$ cat src/rtl/i2cbuf_pkg.sv
package i2cbuf_pkg;

    // Bus events derived from the synchronized SCL/SDA levels
    typedef struct packed {
        logic start;
        logic stop;
        logic scl_rise;
        logic scl_fall;
        logic sda;
    } bus_ev_t;

    typedef enum logic [2:0] {
        ST_IDLE,
        ST_ADDR,
        ST_ACK,
        ST_WDATA,
        ST_RDATA,
        ST_MACK
    } eng_state_t;

    localparam logic [7:0] EMPTY_BYTE = 8'hFF;
    localparam logic [3:0] BITS_PER_BYTE = 4'd8;

    // Compares the 7-bit part of a received address byte with the device address
    function automatic logic addr_hit(input logic [7:0] rx, input logic [6:0] dev);
        return rx[7:1] == dev;
    endfunction

endpackage

$ cat src/rtl/i2cbuf_sync.sv
module i2cbuf_sync
    import i2cbuf_pkg::*;
#(
    parameter int STAGES = 2
) (
    input  logic    clk,
    input  logic    rst,
    input  logic    scl_in,
    input  logic    sda_in,
    output bus_ev_t ev
);
    localparam int LINES = 2;

    logic [LINES-1:0] raw;
    logic [LINES-1:0] cur;
    logic [LINES-1:0] prev;

    assign raw = {sda_in, scl_in};

    for (genvar g = 0; g < LINES; g++) begin : g_line
        logic [STAGES-1:0] pipe;
        always_ff @(posedge clk) begin
            if (rst) begin
                pipe    <= '1;
                prev[g] <= 1'b1;
            end else begin
                pipe    <= {pipe[STAGES-2:0], raw[g]};
                prev[g] <= pipe[STAGES-1];
            end
        end
        assign cur[g] = pipe[STAGES-1];
    end

    always_comb begin
        ev.scl_rise = cur[0] && !prev[0];
        ev.scl_fall = !cur[0] && prev[0];
        ev.start    = cur[0] && prev[0] && prev[1] && !cur[1];
        ev.stop     = cur[0] && prev[0] && !prev[1] && cur[1];
        ev.sda      = cur[1];
    end

endmodule

$ cat src/rtl/i2cbuf_ram.sv
module i2cbuf_ram #(
    parameter  int DEPTH = 32,
    localparam int AW    = $clog2(DEPTH)
) (
    input  logic          clk,
    input  logic          rst,
    input  logic          a_we,
    input  logic [AW-1:0] a_addr,
    input  logic [7:0]    a_wdata,
    output logic [7:0]    a_rdata,
    input  logic          b_we,
    input  logic [AW-1:0] b_addr,
    input  logic [7:0]    b_wdata,
    output logic [7:0]    b_rdata
);
    logic [7:0] mem [DEPTH];

    // Both ports write independently; on a same-address collision port A lands last
    always_ff @(posedge clk) begin
        if (b_we) mem[b_addr] <= b_wdata;
        if (a_we) mem[a_addr] <= a_wdata;
    end

    always_ff @(posedge clk) begin
        if (rst) b_rdata <= '0;
        else     b_rdata <= mem[b_addr];
    end

    assign a_rdata = mem[a_addr];

endmodule

$ cat src/rtl/i2cbuf_engine.sv
module i2cbuf_engine
    import i2cbuf_pkg::*;
#(
    parameter  int DEPTH = 32,
    localparam int AW    = $clog2(DEPTH),
    localparam int PW    = AW + 1
) (
    input  logic          clk,
    input  logic          rst,
    input  bus_ev_t       ev,
    input  logic [6:0]    dev_addr,
    output logic          sda_drive,
    output logic          ram_we,
    output logic [AW-1:0] ram_addr,
    output logic [7:0]    ram_wdata,
    input  logic [7:0]    ram_rdata,
    output logic          wr_done
);
    eng_state_t    state;
    logic [3:0]    bitcnt;
    logic [7:0]    shreg;
    logic          rw;
    logic          first;
    logic          reject;
    logic          wrote;
    logic          mnack;
    logic [PW-1:0] base_ptr;
    logic [PW-1:0] cur_ptr;

    logic       in_range;
    logic       data_ok;
    logic       byte_end;
    logic [7:0] rd_byte;

    assign in_range  = cur_ptr < PW'(DEPTH);
    assign data_ok   = !first && !reject && in_range;
    assign byte_end  = ev.scl_fall && (bitcnt == BITS_PER_BYTE);
    assign rd_byte   = in_range ? ram_rdata : EMPTY_BYTE;
    assign ram_addr  = cur_ptr[AW-1:0];
    assign ram_wdata = shreg;
    assign ram_we    = (state == ST_WDATA) && byte_end && data_ok;

    always_ff @(posedge clk) begin
        if (rst) begin
            state     <= ST_IDLE;
            bitcnt    <= '0;
            shreg     <= '0;
            rw        <= 1'b0;
            first     <= 1'b1;
            reject    <= 1'b0;
            wrote     <= 1'b0;
            mnack     <= 1'b0;
            base_ptr  <= '0;
            cur_ptr   <= '0;
            sda_drive <= 1'b0;
            wr_done   <= 1'b0;
        end else begin
            wr_done <= 1'b0;
            if (ev.stop) begin
                state     <= ST_IDLE;
                sda_drive <= 1'b0;
                wr_done   <= wrote;
                wrote     <= 1'b0;
            end else if (ev.start) begin
                state     <= ST_ADDR;
                bitcnt    <= '0;
                sda_drive <= 1'b0;
                first     <= 1'b1;
                reject    <= 1'b0;
            end else begin
                case (state)
                    ST_ADDR, ST_WDATA: begin
                        if (ev.scl_rise && bitcnt < BITS_PER_BYTE) begin
                            shreg  <= {shreg[6:0], ev.sda};
                            bitcnt <= bitcnt + 4'd1;
                        end
                        if (byte_end) begin
                            bitcnt <= '0;
                            state  <= ST_ACK;
                            if (state == ST_ADDR) begin
                                if (addr_hit(shreg, dev_addr)) begin
                                    sda_drive <= 1'b1;
                                    rw        <= shreg[0];
                                    if (shreg[0]) cur_ptr <= base_ptr;
                                end else begin
                                    state <= ST_IDLE;
                                end
                            end else if (first) begin
                                first <= 1'b0;
                                if (int'(shreg) < DEPTH) begin
                                    sda_drive <= 1'b1;
                                    base_ptr  <= PW'(shreg);
                                    cur_ptr   <= PW'(shreg);
                                end else begin
                                    reject <= 1'b1;
                                end
                            end else if (data_ok) begin
                                sda_drive <= 1'b1;
                                cur_ptr   <= cur_ptr + 1'b1;
                                wrote     <= 1'b1;
                            end
                        end
                    end
                    ST_ACK: begin
                        if (ev.scl_fall) begin
                            if (rw) begin
                                state     <= ST_RDATA;
                                shreg     <= rd_byte;
                                sda_drive <= ~rd_byte[7];
                            end else begin
                                state     <= ST_WDATA;
                                sda_drive <= 1'b0;
                            end
                        end
                    end
                    ST_RDATA: begin
                        if (ev.scl_rise && bitcnt < BITS_PER_BYTE) bitcnt <= bitcnt + 4'd1;
                        if (ev.scl_fall) begin
                            if (bitcnt == BITS_PER_BYTE) begin
                                sda_drive <= 1'b0;
                                state     <= ST_MACK;
                                bitcnt    <= '0;
                                if (in_range) cur_ptr <= cur_ptr + 1'b1;
                            end else begin
                                shreg     <= {shreg[6:0], 1'b0};
                                sda_drive <= ~shreg[6];
                            end
                        end
                    end
                    ST_MACK: begin
                        if (ev.scl_rise) mnack <= ev.sda;
                        if (ev.scl_fall) begin
                            if (!mnack) begin
                                state     <= ST_RDATA;
                                shreg     <= rd_byte;
                                sda_drive <= ~rd_byte[7];
                            end else begin
                                state <= ST_IDLE;
                            end
                        end
                    end
                    default: ;
                endcase
            end
        end
    end

endmodule

$ cat src/rtl/i2cbuf_slave.sv
module i2cbuf_slave
    import i2cbuf_pkg::*;
#(
    parameter  int DEPTH       = 32,
    parameter  int SYNC_STAGES = 2,
    localparam int AW          = $clog2(DEPTH)
) (
    input  logic          clk,
    input  logic          rst,
    input  logic          scl_i,
    input  logic          sda_i,
    output logic          sda_drive_o,
    input  logic [6:0]    dev_addr_i,
    input  logic          cpu_we_i,
    input  logic [AW-1:0] cpu_addr_i,
    input  logic [7:0]    cpu_wdata_i,
    output logic [7:0]    cpu_rdata_o,
    output logic          wr_done_o
);
    bus_ev_t       bus_ev;
    logic          i2c_we;
    logic [AW-1:0] i2c_addr;
    logic [7:0]    i2c_wdata;
    logic [7:0]    i2c_rdata;

    i2cbuf_sync #(.STAGES(SYNC_STAGES)) u_sync (
        .clk    (clk),
        .rst    (rst),
        .scl_in (scl_i),
        .sda_in (sda_i),
        .ev     (bus_ev)
    );

    i2cbuf_engine #(.DEPTH(DEPTH)) u_eng (
        .clk       (clk),
        .rst       (rst),
        .ev        (bus_ev),
        .dev_addr  (dev_addr_i),
        .sda_drive (sda_drive_o),
        .ram_we    (i2c_we),
        .ram_addr  (i2c_addr),
        .ram_wdata (i2c_wdata),
        .ram_rdata (i2c_rdata),
        .wr_done   (wr_done_o)
    );

    i2cbuf_ram #(.DEPTH(DEPTH)) u_ram (
        .clk     (clk),
        .rst     (rst),
        .a_we    (i2c_we),
        .a_addr  (i2c_addr),
        .a_wdata (i2c_wdata),
        .a_rdata (i2c_rdata),
        .b_we    (cpu_we_i),
        .b_addr  (cpu_addr_i),
        .b_wdata (cpu_wdata_i),
        .b_rdata (cpu_rdata_o)
    );

endmodule

$ cat config.mk
export PLATFORM = sky130hd
export DESIGN_NAME = i2cbuf_slave
export DESIGN_NICKNAME = d
export VERILOG_FILES = /design/src/rtl/i2cbuf_pkg.sv /design/src/rtl/i2cbuf_sync.sv /design/src/rtl/i2cbuf_ram.sv /design/src/rtl/i2cbuf_engine.sv /design/src/rtl/i2cbuf_slave.sv
export SDC_FILE = /design/constraint.sdc
export NUM_CORES = 1
export LEC_CHECK = 0
export BUFFER_PORTS_ARGS = -buffer_cell sky130_fd_sc_hd__buf_2
export CORE_ASPECT_RATIO = 1.2
export CORE_MARGIN = 8
export CORE_UTILIZATION = 30
export DETAILED_ROUTE_END_ITERATION = 8
export GPL_ROUTABILITY_DRIVEN = 1
export PLACE_DENSITY = 0.45
export SLEW_MARGIN = 30
export SYNTH_ARGS = -nofsm -noshare
export SYNTH_HDL_FRONTEND = slang
export SYNTH_SLANG_ARGS = --single-unit
$ cat constraint.sdc
create_clock -name clk -period 6.4 [get_ports clk]
set_clock_uncertainty 0.2 [all_clocks]
set_input_delay 0.64 -clock clk [delete_from_list [all_inputs] [get_ports clk]]
set_output_delay 0.64 -clock clk [all_outputs]
set_load 0.05 [all_outputs]
After elaboration in Yosys (flattened, before gate mapping)
Memory sizes are Yosys's and may differ from the RTL's. A register that Yosys moved wholly into a read port is not among the register bits.
Index checks and enable logic that the tools add are counted.

word-level totals
  register bits = 40
  latch bits = 0
  bits in writable memories = 256
  bits in read-only memories = 0
  memories = 1

memories
  name       words  width  read ports  clocked after memory_dff  wr ports  RTL line          text
  u_ram.mem  32     8      2           2                         2         i2cbuf_ram.sv:16  logic [7:0] mem [DEPTH];

operators by class
  $add $sub $neg = 2
  multiply operators = 0
  div/mod/pow operators = 0
  magnitude comparators = 3
  equal/unequal tests = 28
  shifts and indexed selects = 0
  mux-type cells = 66
  bitwise logic cells = 6
  reductions and logical operators = 42

operator list
  operator             number
  $mux 8               8
  $mux 6               10
  $pmux 8 s4           1
  $reduce_and 6->1     5
  $mux 1               27
  $mux 3               8
  $mux 4               5
  $ne 3x2->1 const B   6
  $ne 2x1->1 const B   8
  $logic_and 1x1->1    13
  $pmux 3 s4           1
  $pmux 6 s2           1
  $reduce_and 11->1    1
  $mux 5               2
  $reduce_and 10->1    1
  $reduce_and 9->1     1
  $lt 8x6->1 const B   1
  $ne 2x2->1 const B   4
  $pmux 4 s2           1
  $reduce_and 4->1     2
  $reduce_bool 2->1    4
  $eq 7x7->1           1
  $reduce_and 7->1     1
  $add 6x1->6 const B  1
  20 further kinds     34

Logic depth before layout (Yosys ltp)
  word-level depth = 10
  depth in mapped cells = 10

Cells and area by module
From an unflattened synthesis, not the netlist that was laid out.

unflattened totals
  cell total of the unflattened synthesis = 1367
  area total of the unflattened synthesis = 18336.3 um^2

modules (own cells, without submodules)
  module         instances  cells an instance  area an instance (um^2)  seq. area each (um^2)
  i2cbuf_ram     1          1071               15952.8                  7847.5
  i2cbuf_engine  1          279                2185.8                   680.7
  i2cbuf_sync    1          17                 197.7                    120.1

Worst setup path after synthesis
No wires, ideal clock.

  path kind = input to register
  from = in cpu_addr_i[0]
  to = mem u_ram.mem[0][0], enable pin
  arrival time = 2454 ps
  data required time = 5816 ps
  path slack = 3362 ps
  cell stages on the path = 6
  path buffers = 4
  cell sequence = buf_2 > buf_2 > buf_2 > or3b_2 > buf_1 > o21ai_0

RTL lines
  element             RTL line            text
  start: declaration  i2cbuf_slave.sv:15  input logic [AW-1:0] cpu_addr_i,
  end: declaration    i2cbuf_ram.sv:16

==> qor.yml <==
global_routing:
  grt_pass1_wl_mm: 93.7
  groute.usage.overall: 0.176
  grt_max_degree: 55
  antenna_violations_before_repair: 2
  first_global_vias: 11800
  overflow: 0
synth:
  count_of_cell_types_in_the_netlist: 70
  synth_adder_area_share: 0.00385
  synth_top_family_by_area: "multiplexers"
  syn_area_um2: 19500
  synth_async_sr_flop_share: 0
  ys_ff_latch: 309
  synth_simple_gate_area_share: 0.0884
  synth_nets: 1301
  synth_sequential_area_ratio: 0.449
  synth_xor_xnor_area_share: 0.00405
  synth.yosys.warnings: 0
  netlist_instances: 1270
  muxShareOfSynthArea: 0.360
  synth_enable_flop_cells: 256
  postSynthAreaPerCell_um2: 15.3
  synth-main-ff-cell: "sky130_fd_sc_hd__edfxtp_1"
  synth-compound-area-share: 0.0624
clock_tree:
  clkLatencyLatePin_ns: 0.56
  cts_resized: 0
  tritoncts_clock_tree: "done"
  cts.reportedPaths.clkPinSlew_ns: 0.05
  clockRootBuffer: "sky130_fd_sc_hd__clkbuf_16"
  ctsLongestPathBuffers: 3
  cts_setup_buffers: 0
  cts_max_level: 2
  cts_hold_repair.buffers: 0
  tritoncts.num_buffers: 39
  tritoncts_num_sinks: 309
power:
  leakage_power_total_uw: 0.00797
  power_frac_seq: 0.460
  power.switching_fraction: 0.239
  post_route_total_power_uw: 4880
  clock_group_share_of_total_power: 0.448
  netSwitchingPower_uw: 1170
  power_density_nw_per_um2: 225
  internal_power_uw: 3710
  pwr-share-comb: 0.092
  ir_drop_v: 0.000144
critical_path:
  worst_path_largest_cell_delay_ns: 0.88
  cp_data_required_time_ns: 6.37
  slowest_cell_on_the_critical_path: "sky130_fd_sc_hd__dfxtp_1"
  timing.setup.critical_path_class: "reg -> reg"
  critPathArrivalTime_ns: 3.64
  timing.critical_path.from_type: "register"
  crit_fanout: 27
  crit_path_cells: "and2b_1, nand4_4, nor4_4, and2_4, nand2_8, o21ai_1"
  endpoint_kind: "register"
final_layout:
  sequential_cell_area_um2: 8770
  final_cell_mix: "sky130_fd_sc_hd__mux2_4 (256), sky130_fd_sc_hd__edfxtp_1 (256), sky130_fd_sc_hd__mux4_2 (126)"
  drive_above_1_share: 0.456
  final.fill_count: 6184
  syn_to_final_growth_pct: 11.2
  num-nets-final: 1289
  multi_input_logic_area_um2: 10100
sta:
  rel_slew_slack: 0.261
  finalHoldViolations: 0
  achievable-frequency_ghz: 0.272
  worstMarginPinSlew_ns: 1.10
  finalSetupTns_ns: 0
  setup_viol: 0
  grt_setup_unrepaired: "false"
  finalWorstPathRequiredPeriod_ns: 3.67
  final_max_slew_viol_count: 0
  fin_crit_sh: 0.574
drt:
  detail_route.iter0.violations: 1127
  drt-total-wl_mm: 66.1
  detail_route.vias_per_cell: 5.56
  drtAntennaViolNets: 0
  drc: 0
  via_count: 11800
  drt_first_pass_iters: 5
  avgRoutedWirePerCell_um: 31.2
die:
  rows: 102
  dieHeight_um: 295
  fp.dieArea_um2: 73400
  design.portCount: 35
  die_w_um: 249
  initial_utilization: 0.302
  core_area_um2: 64400
placed_design:
  dp_hpwl_mm: 45.4
  port_buffers: 34
  gp_routability_congestion: 0.853
flow_run:
  maxCapViolations: 0
min_path:
  worst_hold_path_type: "in -> reg"
run_status:
  outcome: "finished, final reports clean"
per-stage QoR:
stage | utilization | hold WS (ns) | worst slack (ns) | instances | instance area, um2
after floorplan | - | 0.189 | 3.36 | 1270 | 19500
after global placement | 0.316 | 0.193 | 2.49 | 2046 | 20400
after detailed placement | 0.316 | 0.198 | 2.54 | 2048 | 20400
after CTS | 0.336 | 0.0447 | 2.75 | 2117 | 21600
after global routing | 0.336 | 0.0572 | 2.55 | 2118 | 21700
final | 0.336 | 0.0771 | 2.73 | 2119 | 21700
layout make-up:
cell class | count | area share
flip-flops and latches | 309 | 0.405
multi-input cells | 829 | 0.467
clock buffers | 55 | 0.0517
repair buffers | 73 | 0.0224
diodes | 1 | 0.000116
inverters | 6 | 0.00104
clock inverters | 14 | 0.00537
well taps | 832 | 0.0481
path summary, 6_finish.rpt:
path / start / to / slack [ns] / cells past startpoint
max: u_eng.state[0]$_SDFFE_PP0P_ / u_ram.mem[17][4]$_DFFE_PP_ / 2.73 / 6
min: sda_i / u_sync.g_line[1].pipe[0]$_SDFF_PP1_ / 0.08 / 2
max reg2reg: u_eng.state[0]$_SDFFE_PP0P_ / u_ram.mem[17][4]$_DFFE_PP_ / 2.73 / 6
min reg2reg: u_sync.g_line[1].pipe[0]$_SDFF_PP1_ / u_sync.g_line[1].pipe[1]$_SDFF_PP1_ / 0.21 / 1
flip-flops by register name, summed over array words and instances, names as in the netlist, 2 cells and up, named ones only:
name	count
u_sync.prev	2
u_eng.base_ptr	6
u_eng.state	3
u_eng.ram_wdata	8
u_eng.bitcnt	4
u_sync.g_line.pipe	4
u_ram.mem	256
u_eng.cur_ptr	6
u_ram.b_rdata	8
synthesized netlist by cell type (3+ instances only):
library cell | n | area (um2)
sky130_fd_sc_hd__nor2_1 | 44 | 165
sky130_fd_sc_hd__mux2i_1 | 22 | 220
sky130_fd_sc_hd__a22oi_1 | 28 | 210
sky130_fd_sc_hd__ha_1 | 6 | 75.1
sky130_fd_sc_hd__and3b_1 | 4 | 35.0
sky130_fd_sc_hd__o31ai_1 | 5 | 37.5
sky130_fd_sc_hd__o41ai_1 | 10 | 87.6
sky130_fd_sc_hd__or2_2 | 8 | 50.1
sky130_fd_sc_hd__and2_1 | 4 | 25.0
sky130_fd_sc_hd__mux4_2 | 126 | 2840
sky130_fd_sc_hd__mux2_2 | 9 | 101
sky130_fd_sc_hd__nand2_1 | 31 | 116
sky130_fd_sc_hd__nand3b_1 | 10 | 75.1
sky130_fd_sc_hd__buf_1 | 6 | 22.5
sky130_fd_sc_hd__a211oi_1 | 3 | 22.5
sky130_fd_sc_hd__xor2_1 | 8 | 70.1
sky130_fd_sc_hd__nor2b_1 | 8 | 50.1
sky130_fd_sc_hd__o21ai_0 | 45 | 225
sky130_fd_sc_hd__clkbuf_1 | 81 | 304
sky130_fd_sc_hd__inv_1 | 6 | 22.5
sky130_fd_sc_hd__and2_4 | 4 | 35.0
sky130_fd_sc_hd__a311oi_1 | 3 | 26.3
sky130_fd_sc_hd__and3_1 | 18 | 113
sky130_fd_sc_hd__dfxtp_1 | 53 | 1060
sky130_fd_sc_hd__nor3b_4 | 3 | 56.3
sky130_fd_sc_hd__mux2_4 | 256 | 3840
sky130_fd_sc_hd__nand3_1 | 12 | 60.1
sky130_fd_sc_hd__nor3_1 | 11 | 55.1
sky130_fd_sc_hd__buf_4 | 9 | 67.6
sky130_fd_sc_hd__a31oi_1 | 14 | 87.6
sky130_fd_sc_hd__o22ai_1 | 4 | 25.0
sky130_fd_sc_hd__nor3b_1 | 3 | 22.5
sky130_fd_sc_hd__edfxtp_1 | 256 | 7690
sky130_fd_sc_hd__a32o_1 | 3 | 30.0
sky130_fd_sc_hd__buf_2 | 25 | 125
sky130_fd_sc_hd__buf_12 | 4 | 80.1
sky130_fd_sc_hd__a221oi_1 | 8 | 70.1
sky130_fd_sc_hd__nand2b_1 | 10 | 62.6
sky130_fd_sc_hd__a22o_1 | 7 | 61.3
sky130_fd_sc_hd__o21a_1 | 4 | 30.0
sky130_fd_sc_hd__nand2_8 | 32 | 641
sky130_fd_sc_hd__a21oi_1 | 33 | 165
power groups by stage:
stage                     combinational, uW  sequential [uW]  clock, uW
after floorplan                         311             2280          0
after global placement                  444             2290          0
after detailed placement                449             2280          0
after CTS                               449             2240       2220
after global routing                    473             2250       2300
final                                   450             2240       2180
cell families (layout without fill, tap and decap cells):
logic type                 after synthesis  count (layout)
xor gates and xnor gates                 9               9
muxes                                  413             413
AOI/OAI and AO/OA                      183             183
and+or+nand+nor                        218             218
other                                    0               1
buffers and inverters                  132             148
DFF                                    309             309
adders and majority gates                6               6
worst max-delay path, delay by kind of cell, from the launching register on:
family	cells	cell delay, ns
AND/OR/NAND/NOR	5	1.65
flip-flops	1	0.88
AO/OA/AOI/OAI	1	0.54
routing by layer:
layer | global-route usage | up-vias | routed length, um
li1 | - | 5042 | -
met1 | 0.220 | 6245 | 27600
met2 | 0.305 | 400 | 32700
met3 | 0.0301 | 85 | 3390
met4 | 0.0621 | 2 | 2300
met5 | 0 | - | 20
No activity file was read; power rests on OpenSTA's default activity.
